File: src/rtl/slb_pkg.sv
package slb_pkg;
  localparam int REG_W   = 16;
  localparam int NUM_TMR = 3;
  localparam int NUM_ALM = 4;

  // Strobes that the control decodes and hands to the datapath
  typedef struct packed {
    logic timerSample;  // frame pulse: sample the live timer flags
    logic timerClear;   // own-register read or interrupt-register read
    logic alarmRead;    // alarm register read
  } slb_strobes_t;
endpackage

File: src/rtl/slb_ctrl.sv
module slb_ctrl
  import slb_pkg::*;
(
  input  logic         frameTick,
  input  logic         rdStrobe,
  input  logic         rdSel,
  input  logic         intRdStrobe,
  output slb_strobes_t st
);
  always_comb begin
    st.timerSample = frameTick;
    st.timerClear  = (rdStrobe && !rdSel) || intRdStrobe;
    st.alarmRead   = rdStrobe && rdSel;
  end
endmodule

File: src/rtl/slb_datapath.sv
module slb_datapath
  import slb_pkg::*;
#(
  parameter int NT = NUM_TMR,
  parameter int NA = NUM_ALM
) (
  input  logic          clk,
  input  logic          rstN,
  input  slb_strobes_t  st,
  input  logic [NT-1:0] timerLive,
  input  logic [NA-1:0] alarmLive,
  output logic [NT-1:0] timerLatch,
  output logic [NA-1:0] alarmLatch
);
  logic [NT-1:0] timerPrev;
  logic [NA-1:0] alarmPrev;

  // Timer side: edge detection only at frame pulses
  for (genvar i = 0; i < NT; i++) begin : g_tmr
    logic setEv;
    assign setEv = st.timerSample && timerLive[i] && !timerPrev[i];

    always_ff @(posedge clk or negedge rstN) begin
      if (!rstN) begin
        timerPrev[i]  <= 1'b0;
        timerLatch[i] <= 1'b0;
      end else begin
        if (st.timerSample) timerPrev[i] <= timerLive[i];
        timerLatch[i] <= setEv || (timerLatch[i] && !st.timerClear);
      end
    end
  end

  // Alarm side: edge detection every cycle, clear only when the live flag is low
  for (genvar j = 0; j < NA; j++) begin : g_alm
    logic setEv;
    logic clrEv;
    assign setEv = alarmLive[j] && !alarmPrev[j];
    assign clrEv = st.alarmRead && !alarmLive[j];

    always_ff @(posedge clk or negedge rstN) begin
      if (!rstN) begin
        alarmPrev[j]  <= 1'b0;
        alarmLatch[j] <= 1'b0;
      end else begin
        alarmPrev[j]  <= alarmLive[j];
        alarmLatch[j] <= setEv || (alarmLatch[j] && !clrEv);
      end
    end

    AST_ALM_HOLD_ACTIVE: assert property (@(posedge clk) disable iff (!rstN)
      (st.alarmRead && alarmLive[j] && alarmLatch[j]) |=> alarmLatch[j]);

    AST_ALM_RISE_LATCH: assert property (@(posedge clk) disable iff (!rstN)
      $rose(alarmLive[j]) |=> alarmLatch[j]);
  end

  AST_TMR_FRAME_GATE: assert property (@(posedge clk) disable iff (!rstN)
    !st.timerSample |=> ((timerLatch & ~$past(timerLatch)) == '0));

  AST_TMR_CLEAR_READ: assert property (@(posedge clk) disable iff (!rstN)
    (st.timerClear && !st.timerSample) |=> (timerLatch == '0));
endmodule

File: src/rtl/status_latch_bank.sv
module status_latch_bank
  import slb_pkg::*;
(
  input  logic              clk,
  input  logic              rstN,
  input  logic              frameTick,
  input  logic [NUM_TMR-1:0] timerLive,
  input  logic [NUM_ALM-1:0] alarmLive,
  input  logic              rdStrobe,
  input  logic              rdSel,
  input  logic              intRdStrobe,
  output logic [REG_W-1:0]  timerRegVal,
  output logic [REG_W-1:0]  alarmRegVal
);
  localparam int TMR_PAD = REG_W - NUM_TMR;
  localparam int ALM_PAD = REG_W - NUM_ALM;

  slb_strobes_t      st;
  logic [NUM_TMR-1:0] timerLatch;
  logic [NUM_ALM-1:0] alarmLatch;

  slb_ctrl u_ctrl (
    .frameTick   (frameTick),
    .rdStrobe    (rdStrobe),
    .rdSel       (rdSel),
    .intRdStrobe (intRdStrobe),
    .st          (st)
  );

  slb_datapath #(.NT(NUM_TMR), .NA(NUM_ALM)) u_dp (
    .clk        (clk),
    .rstN       (rstN),
    .st         (st),
    .timerLive  (timerLive),
    .alarmLive  (alarmLive),
    .timerLatch (timerLatch),
    .alarmLatch (alarmLatch)
  );

  assign timerRegVal = {{TMR_PAD{1'b0}}, timerLatch};
  assign alarmRegVal = {{ALM_PAD{1'b0}}, alarmLatch};
endmodule

File: config.mk
export PLATFORM = sky130hd
export DESIGN_NAME = status_latch_bank
export DESIGN_NICKNAME = d
export VERILOG_FILES = /design/src/rtl/slb_pkg.sv /design/src/rtl/slb_ctrl.sv /design/src/rtl/slb_datapath.sv /design/src/rtl/status_latch_bank.sv
export SDC_FILE = /design/constraint.sdc
export NUM_CORES = 1
export LEC_CHECK = 0
export BUFFER_PORTS_ARGS = -buffer_cell sky130_fd_sc_hd__buf_2
export CAP_MARGIN = 10
export CORE_MARGIN = 3
export CORE_UTILIZATION = 35
export DETAILED_ROUTE_END_ITERATION = 6
export PLACE_DENSITY = 0.68
export SETUP_SLACK_MARGIN = 0.4
export SYNTH_ARGS = -nofsm -noshare
export SYNTH_HDL_FRONTEND = slang
export SYNTH_SLANG_ARGS = --single-unit
File: constraint.sdc
create_clock -name clk -period 2.1 [get_ports clk]
set_input_delay 0.315 -clock clk [delete_from_list [all_inputs] [get_ports clk]]
set_output_delay 0.315 -clock clk [all_outputs]
set_load 0.02 [all_outputs]
* Word-level counts from Yosys, hierarchy flattened
Cells that the tools add are included.
Operators by class: reduce and logical (&&, ||, !) cells 48
Operators by type and width (count):
- 1-bit logical AND | 23
- 1-bit logical NOT | 17
- 1-bit logical OR | 8
Storage, ports and cells: input bits 13, word-level logic and storage cells 62, output and inout bits 32, flip-flop bits (word level) 14

* Depth between registers and ports, before layout
word-level depth 6, depth in mapped cells 2, mapped depth without buffers 2

* Hierarchy
From an unflattened synthesis, not the netlist that was laid out.
Unflattened totals: cell total of the unflattened synthesis 68, area, all modules 699.4 µm²
By module, submodules not included:
- slb_datapath | area each 481.7 µm², seq. area each 350.3 µm², times used 1, cells each 38
- status_latch_bank | area each 191.4 µm², seq. area each 0.0 µm², times used 1, cells each 26
- slb_ctrl | area each 26.3 µm², seq. area each 0.0 µm², times used 1, cells each 4

* Worst setup path after synthesis
OpenSTA, ideal clock, no wires.
path type reg2reg, from register u_dp.alarmLatch[0], to register u_dp.alarmLatch[0], path buffers 0, slack 1166 ps, required time 1979 ps, clock period less this slack 934 ps, cell stages (with the launch flop) 3, setup time 121 ps, arrival time 813 ps, path through dfrtp_1 nand2b_1 a22o_1
On the way: word-level cells in the longest chain between the ends 2
RTL lines:
- start: declaration | RTL line slb_datapath.sv:13 | output logic [NA-1:0] alarmLatch
- start signal: indexed assignment | RTL line slb_datapath.sv:47 | alarmLatch[j] <= setEv || (alarmLatch[j] && !clrEv);
- 1-bit logical AND | RTL line slb_datapath.sv:47
- 1-bit logical OR | RTL line slb_datapath.sv:47
Every way passes these cells. A chain may end at the register's enable or synchronous reset.

* Worst setup path after layout
from register u_dp.alarmLatch[0], to output alarmRegVal[0]
RTL lines:
- end: declaration | RTL line status_latch_bank.sv:13 | output logic [REG_W-1:0] alarmRegVal
No word-level cell between the ends.

==> results.md <==
* Final setup viols at 0
* Area leader, netlist: dfrtp_1
* Post-CTS Setup Inserts at 0
* Number of global-route vias before repair at around 410
* Reg2reg end: u_dp.alarmLatch[0]
* Worst r2r src: u_dp.alarmLatch[0]
* Die width at about 51 um
* Leak at around 0.43 nW
* Main flop type after synthesis: dfrtp_1
* Worst slack, placed at roughly 1.2 ns
* Via/cell ratio at 3.71
* Placed Area at around 730 um^2
* GRT busiest layer: met2
* Inserted Diodes at 0
* Fin worst setup slack at 0.967 ns
* Initial Util at 38.7%
* Number of vias in the routed layout at 430
* Final core occ at between 40% and 50%
* GR Layer Usage met2 at between 10% and 20%
* Largest net degree at the start of global routing at 15
* Reg2Reg Setup Slack at approximately 1.2 ns
* Hold slack final at 0.164 ns
* CP arrival at ~0.82 ns
* RSZ-0062 raised after global routing: false
* CP delay by family, top: flip-flops
* Power Dens Cells at about 780 mW/mm^2
* Core area at 0.00182 mm^2
* Largest cells by area after synthesis: dfrtp_1 50%, buf_4 27%, a22o_1 5.0%, inv_1 4.8%, o32ai_1 3.7%
* Netlist cell types at 11
* Slowest CP cell: dfrtp_1
* Die Area at between 0.002 and 0.003 mm^2
* Slew Viols, Final at 0
* Setup Skew at about 0.00079 ns
* CTS root buffer: clkbuf_4
* WL/cell at 9.24 um
* Combinational cell fraction of total power at 19.8%
* CTS resizes at 0
* Max incr delay on CP at between 0.3 and 0.4 ns
* Hold_sp: alarmLive[0]
* WL final at between 1 and 1.5 mm
* Drt drc at 0
* Worst setup SP type: flop
* Fillcell total at 199
* WS Path Type: reg -> out
* Post-Layout Inst Area at 779 um^2
* Critical path buffers and inverters at 1
* Dpl hpwl at 900 um
* Initial antenna violation count at 0
* Pwr Total at 0.606 mW
* Total track usage at approximately 8.8%
* DRT Pass-1 Iters at 2
* Share of post-route cells with drive strength above 1 at 26.4%
* Worst path cell trace: buf_2
* Syn. warnings at 0
* Nets at 105
* Met1 Use GR at 11.0%
* Seq/Total Area, Yosys at 49.7%
* First-pass GRT wire length at about 1.7 mm
* Min-Delay Path Class: in -> reg
* Routability Congestion at roughly 0.61
* MaxCap Viol Count at 0
* Grt total ovfl at 0
* DR iter-0 viols at 2
* Internal power at between 0.4 and 0.5 mW
* Synthesized area at 704 um^2
* H-tree depth at 1
* Final min period at around 1.1 ns
* I/O pin count at between 40 and 50
* Sw frac at between 20% and 30%
* Crit share post-route at ~54%
* Clock Latency Late Sink at between 0.2 and 0.3 ns
* Async set-or-reset flop fraction in the synthesized netlist at between 90% and 100%
* Post-synth top cells: 25 x buf_4, 14 x dfrtp_1, 9 x inv_1
* I/O Buffers at 19
* Post-Layout Cell Count at 116
* Number of flops mapped to enable cells by yosys at 0
* CTS tree: yes
* Status: finished clean
* Seq pwr share at between 40% and 50%
* Reg clk slew, reported paths at 0.08 ns
* NetSw at 0.176 mW
* Die Y at slightly above 50 um
* Antenna Violating Nets Remaining at 0
* Most frequent cell after synthesis: buf_4
* Post-synth top area share at roughly half
* Worst endpoint required time at ~1.8 ns
* M3 GR Usage at 3.21%
* CTS buffer count at 3
* Worst vdd ir at 205 uV
* Clock sinks at 14
* Synth Register Bits at 14
* Final TNS setup at 0 ns
* Hold path depth at 1
* Critical Path Sink Type: output pin
* R2R depth at 2
* Max Freq at approximately 900 MHz
* Clock Path Buffers at 2
* Synth Instances at 68
* Placed Cells at approximately 110
* WHS Endpoint: u_dp.alarmPrev[0]
* Fin. Hold Viols at 0
* Clock share of power at between 30% and 40%
* Synthesized area per cell at 10.4 um^2
* Area grow syn2layout at 10.7%
* Peak fanout along the critical path at 3
* Cell Rows at 15
## cells by family (layout without fill, tap and decap cells)
| group | after synthesis | in the layout | share of synthesized area [%] |
|---|---|---|---|
| and+or+nand+nor | 9 | 9 | 7.46 |
| other | 1 | 25 | 0.532 |
| AOI/OAI and AO/OA | 10 | 10 | 10.8 |
| DFF | 14 | 14 | 49.7 |
| buffers and inverters | 34 | 33 | 31.4 |
## layout make-up
class	count	area (um^2)	area share, %
Sequential cell	14	350	44.9
Inverter	9	33.8	4.33
Multi-Input combinational cell	44	223	28.6
Clock buffer	4	36.3	4.65
Tap cell	25	31.3	4.01
Timing Repair Buffer	20	105	13.5
## layout by cell type (no fill, tap or decap)
cell type       n
nand2_1         4
dfrtp_1        14
buf_2          19
o21ai_0         3
nand3b_1        3
inv_1           9
dlygate4sd3_1   1
nand2b_1        1
nor2b_2         1
o32ai_1         3
conb_1         25
clkbuf_8        1
a22o_1          4
clkbuf_4        3
## worst max path at each step
stage / from / slack (ns) / end / depth (start not counted)
2_1_floorplan: u_dp.alarmLatch[0] / 1.17 / u_dp.alarmLatch[0] / 2
3_3_place_gp: rdStrobe / 1.17 / u_dp.timerLatch[2] / 3
3_5_place_dp: rdStrobe / 1.16 / u_dp.timerLatch[1] / 3
4_1_cts: u_dp.timerLatch[2] / 0.95 / timerRegVal[2] / 1
5_1_grt: u_dp.alarmLatch[0] / 0.92 / alarmRegVal[0] / 1
6_report: u_dp.alarmLatch[0] / 0.97 / alarmRegVal[0] / 1
## timing repair
item                       CTS  global route
hold endpoints to repair    14             0
hold buffers                 1             0
setup endpoints to repair    0             0
## power groups by stage
| stage | logic (mW) | clock network, mW | registers, mW |
|---|---|---|---|
| floorplan | 0.0973 | 0 | 0.324 |
| global placement | 0.117 | 0 | 0.307 |
| detailed placement | 0.118 | 0 | 0.308 |
| CTS | 0.120 | 0.196 | 0.302 |
| global route | 0.131 | 0.213 | 0.305 |
| finish | 0.120 | 0.185 | 0.302 |
## routing by layer
layer / part of all wire (%) / wire length (um)
met1: 41 / 442
met2: 46 / 488
met3: 13 / 141
met4: 0 / 0
met5: 0 / 0
## sequential cells by signal, summed over array words and instances, names as in the netlist
| register | count |
|---|---|
| u_dp.alarmLatch | 4 |
| u_dp.alarmPrev | 4 |
| u_dp.timerLatch | 3 |
| u_dp.timerPrev | 3 |
(Power assumes the default switching activity.)
